### src/rtl/rtc_bcd_pkg.sv
package rtc_bcd_pkg;
  localparam int REG_W    = 8;
  localparam int NUM_REGS = 8;
  localparam int ADDR_W   = $clog2(NUM_REGS);

  localparam logic [ADDR_W-1:0] A_HSEC  = 3'd0;
  localparam logic [ADDR_W-1:0] A_SEC   = 3'd1;
  localparam logic [ADDR_W-1:0] A_MIN   = 3'd2;
  localparam logic [ADDR_W-1:0] A_HOUR  = 3'd3;
  localparam logic [ADDR_W-1:0] A_DAY   = 3'd4;
  localparam logic [ADDR_W-1:0] A_DATE  = 3'd5;
  localparam logic [ADDR_W-1:0] A_MONTH = 3'd6;
  localparam logic [ADDR_W-1:0] A_YEAR  = 3'd7;

  localparam int HOUR_MODE_BIT = 7;
  localparam int HOUR_PM_BIT   = 5;
  localparam int DAY_OSC_BIT   = 5;

  // writable bits per register
  function automatic logic [REG_W-1:0] wr_mask(input logic [ADDR_W-1:0] a);
    case (a)
      A_SEC, A_MIN: return 8'h7F;
      A_HOUR:       return 8'hBF;
      A_DAY:        return 8'h27;
      A_DATE:       return 8'h3F;
      A_MONTH:      return 8'h1F;
      default:      return 8'hFF;
    endcase
  endfunction

  function automatic logic [7:0] bcd_inc(input logic [7:0] v);
    if (v[3:0] == 4'd9) return {v[7:4] + 4'd1, 4'd0};
    else                return {v[7:4], v[3:0] + 4'd1};
  endfunction

  function automatic logic [7:0] bcd_to_bin(input logic [7:0] v);
    logic [7:0] t;
    t = {4'b0, v[7:4]};
    return (t << 3) + (t << 1) + {4'b0, v[3:0]};
  endfunction

  function automatic logic is_leap(input logic [7:0] yr);
    logic [7:0] b;
    b = bcd_to_bin(yr);
    return b[1:0] == 2'b00;
  endfunction

  function automatic logic [7:0] month_last(input logic [7:0] mon, input logic [7:0] yr);
    case (mon)
      8'h02:                      return is_leap(yr) ? 8'h29 : 8'h28;
      8'h04, 8'h06, 8'h09, 8'h11: return 8'h30;
      default:                    return 8'h31;
    endcase
  endfunction

  // returns {day_wrap, next_hours}
  function automatic logic [8:0] hour_step(input logic [7:0] h);
    logic [7:0] hv;
    logic [7:0] nx;
    logic       pm;
    if (h[HOUR_MODE_BIT]) begin
      hv = {3'b0, h[4:0]};
      pm = h[HOUR_PM_BIT];
      if (hv == 8'h12)      return {1'b0, 1'b1, 1'b0, pm, 5'h01};
      else if (hv == 8'h11) return {pm, 1'b1, 1'b0, ~pm, 5'h12};
      else begin
        nx = bcd_inc(hv);
        return {1'b0, 1'b1, 1'b0, pm, nx[4:0]};
      end
    end else begin
      hv = {2'b0, h[5:0]};
      if (hv == 8'h23) return {1'b1, 8'h00};
      else begin
        nx = bcd_inc(hv);
        return {1'b0, 2'b00, nx[5:0]};
      end
    end
  endfunction
endpackage

### src/rtl/rtc_time_chain.sv
module rtc_time_chain
  import rtc_bcd_pkg::*;
(
  input  logic              clk,
  input  logic              rst_n,
  input  logic              step_i,
  input  logic              wr_en_i,
  input  logic [ADDR_W-1:0] wr_addr_i,
  input  logic [REG_W-1:0]  wr_data_i,
  output logic [REG_W-1:0]  hsec_o,
  output logic [REG_W-1:0]  sec_o,
  output logic [REG_W-1:0]  min_o,
  output logic [REG_W-1:0]  hour_o,
  output logic              day_step_o
);
  logic [REG_W-1:0] hsec_q, sec_q, min_q, hour_q;
  logic [8:0]       hour_nxt;
  logic             hsec_wrap, sec_wrap, min_wrap, hour_wrap;

  assign hour_nxt  = hour_step(hour_q);
  assign hsec_wrap = step_i && (hsec_q == 8'h99);
  assign sec_wrap  = hsec_wrap && (sec_q == 8'h59);
  assign min_wrap  = sec_wrap && (min_q == 8'h59);
  assign hour_wrap = min_wrap && hour_nxt[8];

  always_ff @(posedge clk) begin
    if (!rst_n) begin
      hsec_q <= '0;
      sec_q  <= '0;
      min_q  <= '0;
      hour_q <= '0;
    end else if (wr_en_i) begin
      case (wr_addr_i)
        A_HSEC: hsec_q <= wr_data_i & wr_mask(A_HSEC);
        A_SEC: begin
          sec_q  <= wr_data_i & wr_mask(A_SEC);
          hsec_q <= '0;
        end
        A_MIN:  min_q  <= wr_data_i & wr_mask(A_MIN);
        A_HOUR: hour_q <= wr_data_i & wr_mask(A_HOUR);
        default: ;
      endcase
    end else if (step_i) begin
      hsec_q <= hsec_wrap ? 8'h00 : bcd_inc(hsec_q);
      if (hsec_wrap) sec_q  <= (sec_q == 8'h59) ? 8'h00 : bcd_inc(sec_q);
      if (sec_wrap)  min_q  <= (min_q == 8'h59) ? 8'h00 : bcd_inc(min_q);
      if (min_wrap)  hour_q <= hour_nxt[7:0];
    end
  end

  assign hsec_o     = hsec_q;
  assign sec_o      = sec_q;
  assign min_o      = min_q;
  assign hour_o     = hour_q;
  assign day_step_o = hour_wrap;


  hsec_clear_on_sec_wr_chk: assert property (@(posedge clk) disable iff (!rst_n)
    (wr_en_i && wr_addr_i == A_SEC) |=> (hsec_q == 8'h00));


  time_hold_without_step_chk: assert property (@(posedge clk) disable iff (!rst_n)
    (!step_i && !wr_en_i) |=> $stable({hsec_q, sec_q, min_q, hour_q}));


  midnight_after_day_step_chk: assert property (@(posedge clk) disable iff (!rst_n)
    (day_step_o && !wr_en_i) |=> (hour_q == 8'h00 || hour_q == 8'h92));
endmodule

### src/rtl/rtc_calendar.sv
module rtc_calendar
  import rtc_bcd_pkg::*;
(
  input  logic              clk,
  input  logic              rst_n,
  input  logic              step_i,
  input  logic              wr_en_i,
  input  logic [ADDR_W-1:0] wr_addr_i,
  input  logic [REG_W-1:0]  wr_data_i,
  output logic [REG_W-1:0]  day_o,
  output logic [REG_W-1:0]  date_o,
  output logic [REG_W-1:0]  month_o,
  output logic [REG_W-1:0]  year_o
);
  logic [REG_W-1:0] day_q, date_q, month_q, year_q;
  logic             month_step, year_step;

  assign month_step = step_i && (date_q == month_last(month_q, year_q));
  assign year_step  = month_step && (month_q == 8'h12);

  always_ff @(posedge clk) begin
    if (!rst_n) begin
      day_q   <= 8'h01;
      date_q  <= 8'h01;
      month_q <= 8'h01;
      year_q  <= 8'h00;
    end else if (wr_en_i) begin
      case (wr_addr_i)
        A_DAY:   day_q   <= wr_data_i & wr_mask(A_DAY);
        A_DATE:  date_q  <= wr_data_i & wr_mask(A_DATE);
        A_MONTH: month_q <= wr_data_i & wr_mask(A_MONTH);
        A_YEAR:  year_q  <= wr_data_i & wr_mask(A_YEAR);
        default: ;
      endcase
    end else if (step_i) begin
      day_q[2:0] <= (day_q[2:0] == 3'd7) ? 3'd1 : day_q[2:0] + 3'd1;
      date_q     <= month_step ? 8'h01 : bcd_inc(date_q);
      if (month_step) month_q <= year_step ? 8'h01 : bcd_inc(month_q);
      if (year_step)  year_q  <= (year_q == 8'h99) ? 8'h00 : bcd_inc(year_q);
    end
  end

  assign day_o   = day_q;
  assign date_o  = date_q;
  assign month_o = month_q;
  assign year_o  = year_q;


  weekday_wrap_chk: assert property (@(posedge clk) disable iff (!rst_n)
    (step_i && !wr_en_i && day_q[2:0] == 3'd7) |=> (day_q[2:0] == 3'd1));


  date_never_zero_chk: assert property (@(posedge clk) disable iff (!rst_n)
    (step_i && !wr_en_i) |=> (date_q != 8'h00));
endmodule

### src/rtl/rtc_read_mux.sv
module rtc_read_mux
  import rtc_bcd_pkg::*;
(
  input  logic                            clk,
  input  logic                            rst_n,
  input  logic [NUM_REGS-1:0][REG_W-1:0]  regs_i,
  input  logic [ADDR_W-1:0]               rd_addr_i,
  output logic [REG_W-1:0]                rd_data_o
);
  assign rd_data_o = regs_i[rd_addr_i];


  unused_bits_zero_chk: assert property (@(posedge clk) disable iff (!rst_n)
    (rd_data_o & ~wr_mask(rd_addr_i)) == 8'h00);
endmodule

### src/rtl/rtc_bcd_core.sv
module rtc_bcd_core
  import rtc_bcd_pkg::*;
(
  input  logic              clk,
  input  logic              rst_n,
  input  logic              tick_i,
  input  logic              wr_en_i,
  input  logic [ADDR_W-1:0] wr_addr_i,
  input  logic [REG_W-1:0]  wr_data_i,
  input  logic [ADDR_W-1:0] rd_addr_i,
  output logic [REG_W-1:0]  rd_data_o
);
  logic                           tick_held;
  logic                           count_en;
  logic                           osc_off;
  logic                           day_step;
  logic [REG_W-1:0]               hsec, sec, mins, hour, day, date, month, year;
  logic [NUM_REGS-1:0][REG_W-1:0] regs;

  always_ff @(posedge clk) begin
    if (!rst_n)       tick_held <= 1'b0;
    else if (wr_en_i) tick_held <= tick_held | tick_i;
    else              tick_held <= 1'b0;
  end

  assign osc_off  = day[DAY_OSC_BIT];
  assign count_en = (tick_i || tick_held) && !wr_en_i && !osc_off;

  rtc_time_chain time_i (
    .clk(clk), .rst_n(rst_n), .step_i(count_en),
    .wr_en_i(wr_en_i), .wr_addr_i(wr_addr_i), .wr_data_i(wr_data_i),
    .hsec_o(hsec), .sec_o(sec), .min_o(mins), .hour_o(hour),
    .day_step_o(day_step)
  );

  rtc_calendar cal_i (
    .clk(clk), .rst_n(rst_n), .step_i(day_step),
    .wr_en_i(wr_en_i), .wr_addr_i(wr_addr_i), .wr_data_i(wr_data_i),
    .day_o(day), .date_o(date), .month_o(month), .year_o(year)
  );

  assign regs = {year, month, date, day, hour, mins, sec, hsec};

  rtc_read_mux rd_i (
    .clk(clk), .rst_n(rst_n), .regs_i(regs),
    .rd_addr_i(rd_addr_i), .rd_data_o(rd_data_o)
  );


  halt_freezes_count_chk: assert property (@(posedge clk) disable iff (!rst_n)
    (osc_off && !wr_en_i) |=> $stable(hsec));


  collided_tick_kept_chk: assert property (@(posedge clk) disable iff (!rst_n)
    (tick_i && wr_en_i) ##1 (!wr_en_i && !osc_off) |-> count_en);
endmodule

### config.mk
export PLATFORM = sky130hd
export DESIGN_NAME = rtc_bcd_core
export DESIGN_NICKNAME = d
export VERILOG_FILES = /design/src/rtl/rtc_bcd_pkg.sv /design/src/rtl/rtc_time_chain.sv /design/src/rtl/rtc_calendar.sv /design/src/rtl/rtc_read_mux.sv /design/src/rtl/rtc_bcd_core.sv
export SDC_FILE = /design/constraint.sdc
export NUM_CORES = 1
export LEC_CHECK = 0
export BUFFER_PORTS_ARGS = -buffer_cell sky130_fd_sc_hd__buf_2
export CORE_ASPECT_RATIO = 1.5
export CORE_MARGIN = 3
export CORE_UTILIZATION = 37
export DETAILED_ROUTE_END_ITERATION = 7
export PLACE_DENSITY = 0.55
export SKIP_CTS_REPAIR_TIMING = 1
export SLEW_MARGIN = 20
export SYNTH_ARGS = -nofsm -noshare
export SYNTH_HDL_FRONTEND = slang
export SYNTH_HIERARCHICAL = 1
export SYNTH_SLANG_ARGS = --single-unit
### constraint.sdc
create_clock -name clk -period 8.35 [get_ports clk]
set_input_delay 0.4175 -clock clk [delete_from_list [all_inputs] [get_ports clk]]
set_output_delay 0.4175 -clock clk [all_outputs]
set_load 0.05 [all_outputs]
==> metrics.yaml, run 1 <==
status: "completed"
nets: 645
regArea_mm2: 0.001201
peakVddDrop_mv: 0.09691
grt_antenna_before_repair: 0
fin_cells: 768
ys_types: 93
fillers: 1304
synth-adder-area-share_pct: 5.751
cts_root_buf: "clkbuf_16"
multiInputGateArea_mm2: 0.003500
initial_core_util_pct: 38.25
pwr-share-clk_pct: 49.7
dpl.hpwl_um: 11810
n_antenna_cell: 0
setup_violations: 0
via_per_inst: 6.161
synth_compound_area_share_pct: 24.18
synth_top_family_by_area: "simple AND/OR/NAND/NOR gates"
layout_commonest_cell: "nand2_1"
first_iter_violations: 310
grt_usage_pct: 21.97
seqPwrFrac_pct: 36.9
synthMuxAreaShare_pct: 12.55
place.gp.congestion: 0.8944
grt_max_degree: 77
tightest_slew_ns: 0.8401
drv_cap: 0
wl_per_cell_um: 20.82
swShare_pct: 27.93
antenna_left: 0
drt_first_pass_iters: 5
relSlewSlack_pct: 43.57
mostFrequentLayoutCells: "nand2_1, dfxtp_1, nor2_1, o21ai_0"
via_count: 4732
fin_setup_tns_ns: 0
synth_edf_count: 0
coreArea_mm2: 0.01308
p_switching_mw: 0.2337
max_freq_ghz: 0.2832
htreeDepth: 3
grt_overflow: 0
critPathLaunch: "time_i/sec_o[0]"
dpl.cell_count: 752
drt-total-wl_um: 15990
cts_tree: "yes"
leakagePower_nw: 2.024
syn_area_mm2: 0.005004
synth.avg_cell_area_um2: 8.284
boundaryPins: 26
synth_ff_type: "dfxtp_1"
core.rowCount: 51
crit_fanout: 7
final_layout_size_suffix_gt1_share_pct: 13.30
required_ns: 8.58
cp-end-kind: "register"
power_density_mw_per_mm2: 153.1
synth_async_sr_flop_share_pct: 0
die_area_mm2: 0.01498
intPower_mw: 0.6030
synth_xor_area_share_pct: 0.7002
cts_inserted_buffers: 9
die_x_um: 101.0
synthToLayoutAreaGrowth_pct: 9.202
syn_inst: 604
rsz0062_at_grt: "no"
cp.arrival_ns: 3.76
r2r-start: "time_i/sec_o[0]"
startpoint_type: "register"
maxSlewViolCount: 0
skew_ns: 0.008181
fin_crit_sh_pct: 42.29
final_hold_viol_count: 0
portBuffers: 25
ys_ff_latch: 60
die_y_um: 148.4
clock_path_buffers: 2
p_comb_share_pct: 13.3
drc: 0
clock_sinks: 60
clk_latency_ns: 0.34
period_needed_ns: 3.531
grt_pass1_vias: 4582
grt_pass1_wl_um: 25390
synth-simple-area-share_pct: 26.38
power_mw: 0.8367
clkTransAtPathRegs_ns: 0.06
synth_warnings: 6
ys_seq_area_share_pct: 24.01
critical_path_class: "reg -> reg"
min-delay-start: "tick_i"
hold_path.class: "in -> reg"
## final timing paths
check	end	depth (start not counted)	slack (ns)
setup / recovery	cal_i/year_o[5]	10	4.82
hold / removal	tick_held	3	0.33
setup reg to reg	cal_i/year_o[5]	10	4.82
hold reg to reg	tick_held	2	0.49
## power by group through the flow
stage,Sequential [mW],Combinational [mW],Clock [mW]
2_1_floorplan,0.307,0.0865,0
3_3_place_gp,0.315,0.109,0
3_5_place_dp,0.315,0.110,0
4_1_cts,0.309,0.110,0.419
5_1_grt,0.311,0.121,0.432
6_report,0.309,0.111,0.416
## metal layers
layer	track usage (%)	share of wire, %
met1	26.43	40
met2	37.04	50
met3	3.613	5.0
met4	11.64	5.2
met5	0	0
## flip-flops by register name (all words and copies together) (netlist names)
| name | flops |
|---|---|
| cal_i/month_o | 8 |
| time_i/hour_o | 7 |
| tick_held | 1 |
| cal_i/year_o | 8 |
| time_i/min_o | 8 |
| cal_i/date_o | 8 |
| time_i/hsec_o | 8 |
| time_i/sec_o | 8 |
| cal_i/day_o | 4 |
## cells in the mapped netlist (6+ instances only)
cell type / n / share of area [%]
nand2_1: 62 / 4.7
dfxtp_1: 60 / 24
nor2_1: 47 / 3.5
o21ai_0: 47 / 4.7
a21oi_1: 33 / 3.3
nand3_1: 33 / 3.3
inv_1: 26 / 2.0
clkbuf_1: 24 / 1.8
ha_1: 23 / 5.8
nor3_1: 16 / 1.6
mux4_1: 15 / 7.9
nand2b_1: 12 / 1.5
mux2i_1: 11 / 2.2
nand3b_1: 10 / 1.5
nor2b_1: 10 / 1.3
mux2_2: 9 / 2.0
a211oi_1: 8 / 1.2
o31ai_1: 7 / 1.1
nor4_1: 6 / 0.75
o211ai_1: 6 / 0.90
## stage by stage
stage	cell area (um^2)	hold WS (ns)	setup WS, ns	util (%)
after floorplan	5015	0.4552	5.323	-
after global placement	5137	0.4786	4.932	39.27
after detailed placement	5137	0.4840	4.811	39.27
after CTS	5464	0.3289	4.826	41.77
after global routing	5464	0.3411	4.540	41.77
final	5464	0.3263	4.819	41.77
## worst max-delay path, stage by stage, from the launching register on
cell      delay (ns)
dfxtp_1         0.42
ha_1            0.26
nand3b_4        0.11
or4b_4          0.59
nor4_1          0.45
nor2b_1         0.27
nand2_1         0.16
nor3_1          0.31
o211ai_2        0.24
and2_4          0.26
o311a_1         0.34
## cell type report
class / count / area share, %
flip-flops and latches: 60 / 21.98
inverters: 26 / 1.786
clock buffers: 10 / 4.374
multi-input cells: 480 / 64.05
clock inverters: 6 / 1.603
well taps: 159 / 3.641
repair buffers: 27 / 2.565
## logic make-up after synthesis
logic type | count (synthesis)
AND/OR/NAND/NOR | 242
AO/OA/AOI/OAI | 170
buffers and inverters | 67
flip-flops | 60
multiplexers | 36
adder cells (fa/ha/maj) | 23
XOR/XNOR | 4
other | 2
(Power assumes the default switching activity.)
==> run 2, diff against run 1 <==
clock period = 3.5 ns   (was 8.35 ns; I/O delays follow)
==> metrics.yaml, run 2 (synthesis results as in run 1) <==
cts_root_buf: "clkbuf_16"
grt_max_degree: 75
final_hold_viol_count: 0
grt_pass1_vias: 4581
fin_cells: 776
fin_crit_sh_pct: 95.37
initial_core_util_pct: 38.25
via_per_inst: 6.188
cts_inserted_buffers: 9
crit_fanout: 6
regToRegSetupSlack_ns: 0.16
dpl.cell_count: 760
nets: 653
place_ws_ns: 0.07666
clkTransAtPathRegs_ns: 0.06
coreArea_mm2: 0.01308
antenna_left: 0
via_count: 4802
drt-total-wl_um: 16000
power_density_mw_per_mm2: 369.3
fin_ws_ns: 0.1620
leakagePower_nw: 2.099
place_area_mm2: 0.005197
drv_cap: 0
max_freq_ghz: 0.2996
peakVddDrop_mv: 0.3139
worstReg2RegEnd: "cal_i/year_o[5]"
place.gp.congestion: 0.9395
holdPathStages: 3
maxSlewViolCount: 0
n_antenna_cell: 0
cp-end-kind: "register"
r2r-start: "time_i/sec_o[0]"
fin_area_mm2: 0.005580
htreeDepth: 3
tightest_slew_ns: 0.9199
dpl.hpwl_um: 11950
holdPathEnd: "tick_held"
grt_overflow: 0
skew_ns: 0.009065
grt_antenna_before_repair: 0
r2r_cells: 10
power_mw: 2.061
boundaryPins: 26
cts_tree: "yes"
wl_per_cell_um: 20.61
min-delay-start: "tick_i"
clk_latency_ns: 0.33
mostFrequentLayoutCells: "nand2_1, dfxtp_1, nor2_1"
synthToLayoutAreaGrowth_pct: 11.53
fin_setup_tns_ns: 0
first_iter_violations: 364
status: "completed"
drt_first_pass_iters: 5
die_y_um: 148.4
cp.arrival_ns: 3.56
core.rowCount: 51
layout_commonest_cell: "nand2_1"
portBuffers: 25
period_needed_ns: 3.338
grt_usage_pct: 21.86
hold_path.class: "in -> reg"
die_x_um: 101.0
clock_path_buffers: 2
required_ns: 3.72
final_layout_size_suffix_gt1_share_pct: 15.07
startpoint_type: "register"
die_area_mm2: 0.01498
critical_path_class: "reg -> reg"
drc: 0
grt_pass1_wl_um: 25410
setup_violations: 0
relSlewSlack_pct: 38.20
clock_sinks: 60
rsz0062_at_grt: "no"
-- run 2: cell type report --
class	instances	area, um^2
tap	159	198.9
inverter	26	97.59
clock inverter	6	111.4
sequential	60	1201
clock buffer	10	239.0
fill	1292	7501
timing repair buffer	35	200.2
multi-input combinational	480	3532
-- run 2: per-stage QoR --
step                      util, %  hold WS, ns
after global placement      39.73       0.4367
after CTS                   42.41      0.09475
final                       42.66      0.09339
after detailed placement    39.73       0.4402
after floorplan                 -       0.3035
after global routing        42.66       0.1204
-- run 2: metal layers --
| layer | vias up | global-route usage, % | share of wire [%] |
|---|---|---|---|
| li1 | 2284 | - | - |
| met1 | 2336 | 25.71 | 39 |
| met2 | 149 | 37.70 | 51 |
| met3 | 33 | 2.816 | 4.3 |
| met4 | 0 | 12.31 | 5.6 |
| met5 | - | 0 | 0 |
-- run 2: power breakdown --
| part | internal, mW | leakage (nW) | total (mW) | switching (mW) |
|---|---|---|---|---|
| combinational | 0.0977 | 1.44 | 0.272 | 0.174 |
| sequential | 0.702 | 0.486 | 0.736 | 0.0340 |
| clock | 0.715 | 0.169 | 1.05 | 0.338 |
-- run 2: worst max-delay path: stages, from the launching register on --
cell and delay [ns]:
dfxtp_1 0.41, ha_1 0.27, nand3b_4 0.10, or4b_4 0.60, nor4_4 0.33, nor2b_1 0.26, nand2_1 0.16, nor3_1 0.40
o211ai_2 0.15, and2_4 0.20, o311a_1 0.34
-- run 2: worst max-delay path by stage --
stage / slack, ns / startpoint / to / depth (start not counted)
5_1_grt: 0.02 / time_i/sec_o[0] / cal_i/year_o[4] / 9
6_report: 0.16 / time_i/sec_o[0] / cal_i/year_o[5] / 10
3_3_place_gp: 0.19 / time_i/sec_o[0] / cal_i/year_o[5] / 10
2_1_floorplan: 0.47 / time_i/sec_o[0] / cal_i/year_o[5] / 10
4_1_cts: 0.05 / time_i/sec_o[0] / cal_i/month_o[5] / 10
3_5_place_dp: 0.08 / time_i/sec_o[0] / cal_i/month_o[5] / 10
==> run 3, diff against run 2 <==
CTS_BUF_LIST = sky130_fd_sc_hd__clkbuf_8   (was default)
==> metrics.yaml, run 3 (synthesis results as in run 1) <==
p_comb_share_pct: 15.1
setup_violations: 0
max_freq_ghz: 0.3090
clk_latency_ns: 0.35
drc: 0
fillers: 1310
cts_root_buf: "clkbuf_8"
final_layout_size_suffix_gt1_share_pct: 15.24
tightest_slew_ns: 0.9368
intPower_mw: 1.291
die_x_um: 101.0
die_area_mm2: 0.01498
regArea_mm2: 0.001201
final_hold_viol_count: 0
regToRegSetupSlack_ns: 0.26
maxSlewViolCount: 0
hold_path.class: "in -> reg"
seqPwrFrac_pct: 40.7
holdPathStages: 3
utilization_pct: 41.92
worstReg2RegEnd: "cal_i/year_o[4]"
nets: 653
coreArea_mm2: 0.01308
dpl.hpwl_um: 11950
drt-total-wl_um: 15940
cp.arrival_ns: 3.44
drv_cap: 0
clock_sinks: 60
peakVddDrop_mv: 0.2264
grt_usage_pct: 21.74
cts_inserted_buffers: 9
grt_max_degree: 75
swShare_pct: 28.48
period_needed_ns: 3.236
status: "completed"
htreeDepth: 3
clkTransAtPathRegs_ns: 0.08
layout_commonest_cell: "nand2_1"
holdPathEnd: "tick_held"
fin_area_mm2: 0.005484
dpl.cell_count: 760
r2r-start: "time_i/sec_o[0]"
first_iter_violations: 304
grt_overflow: 0
power_density_mw_per_mm2: 329.2
fin_cells: 776
via_count: 4789
portBuffers: 25
fin_crit_sh_pct: 92.46
startpoint_type: "register"
via_per_inst: 6.171
cp-end-kind: "register"
fin_ws_ns: 0.2638
place_ws_ns: 0.07666
n_antenna_cell: 0
initial_core_util_pct: 38.25
crit_fanout: 6
leakagePower_nw: 2.053
min-delay-start: "tick_i"
die_y_um: 148.4
r2r_cells: 10
multiInputGateArea_mm2: 0.003537
boundaryPins: 26
place_area_mm2: 0.005197
rsz0062_at_grt: "no"
required_ns: 3.71
cts_tree: "yes"
skew_ns: 0.01129
relSlewSlack_pct: 37.07
grt_antenna_before_repair: 0
clock_path_buffers: 2
wl_per_cell_um: 20.54
synthToLayoutAreaGrowth_pct: 9.602
mostFrequentLayoutCells: "nand2_1, dfxtp_1, nor2_1"
fin_setup_tns_ns: 0
place.gp.congestion: 0.9395
drt_first_pass_iters: 5
p_switching_mw: 0.5141
pwr-share-clk_pct: 44.2
critical_path_class: "reg -> reg"
grt_pass1_vias: 4603
antenna_left: 0
core.rowCount: 51
grt_pass1_wl_um: 25340
==> run 3: cell type report <==
type | instances | share of cell area (%)
flip-flops and latches | 60 | 21.90
repair buffers | 35 | 3.650
multi-input cells | 480 | 64.50
inverters | 26 | 1.780
clock inverters | 6 | 2.031
clock buffers | 10 | 2.510
well taps | 159 | 3.628
==> run 3: through the flow <==
stage / power (mW) / hold WS (ns)
6_report: 1.805 / 0.07879
5_1_grt: 1.877 / 0.09840
4_1_cts: 1.811 / 0.07298
3_5_place_dp: 1.018 / 0.4402
3_3_place_gp: 1.015 / 0.4367
2_1_floorplan: 0.9395 / 0.3035
==> run 3: routing by layer <==
| metal | vias to the layer above | track usage (%) | routed length [um] |
|---|---|---|---|
| li1 | 2288 | - | - |
| met1 | 2303 | 25.50 | 6329 |
| met2 | 160 | 37.10 | 7993 |
| met3 | 38 | 3.144 | 657 |
| met4 | 0 | 12.64 | 956 |
| met5 | - | 0 | 0 |
==> run 3: power groups by stage <==
stage          Sequential, mW  Combinational, mW  Clock, mW
3_3_place_gp            0.749              0.266          0
4_1_cts                 0.734              0.269      0.808
2_1_floorplan           0.733              0.206          0
3_5_place_dp            0.750              0.268          0
6_report                0.735              0.272      0.798
5_1_grt                 0.739              0.295      0.843
==> run 3: worst max path at each step <==
stage,start,to,slack [ns],depth (start not counted)
final,time_i/sec_o[0],cal_i/year_o[4],0.26,10
after global routing,time_i/sec_o[0],cal_i/year_o[4],0.04,9
after CTS,time_i/sec_o[0],cal_i/month_o[5],0.04,10
after detailed placement,time_i/sec_o[0],cal_i/month_o[5],0.08,10
after global placement,time_i/sec_o[0],cal_i/year_o[5],0.19,10
after floorplan,time_i/sec_o[0],cal_i/year_o[5],0.47,10
==> run 3: worst max-delay path, stage by stage (launching register included) <==
cell	delay [ns]
dfxtp_1	0.42
ha_1	0.27
nand3b_4	0.10
or4b_4	0.60
nor4_4	0.32
nor4b_2	0.25
nand4_1	0.25
nor4_1	0.36
mux2i_1	0.25
a21oi_1	0.20
a311oi_1	0.07
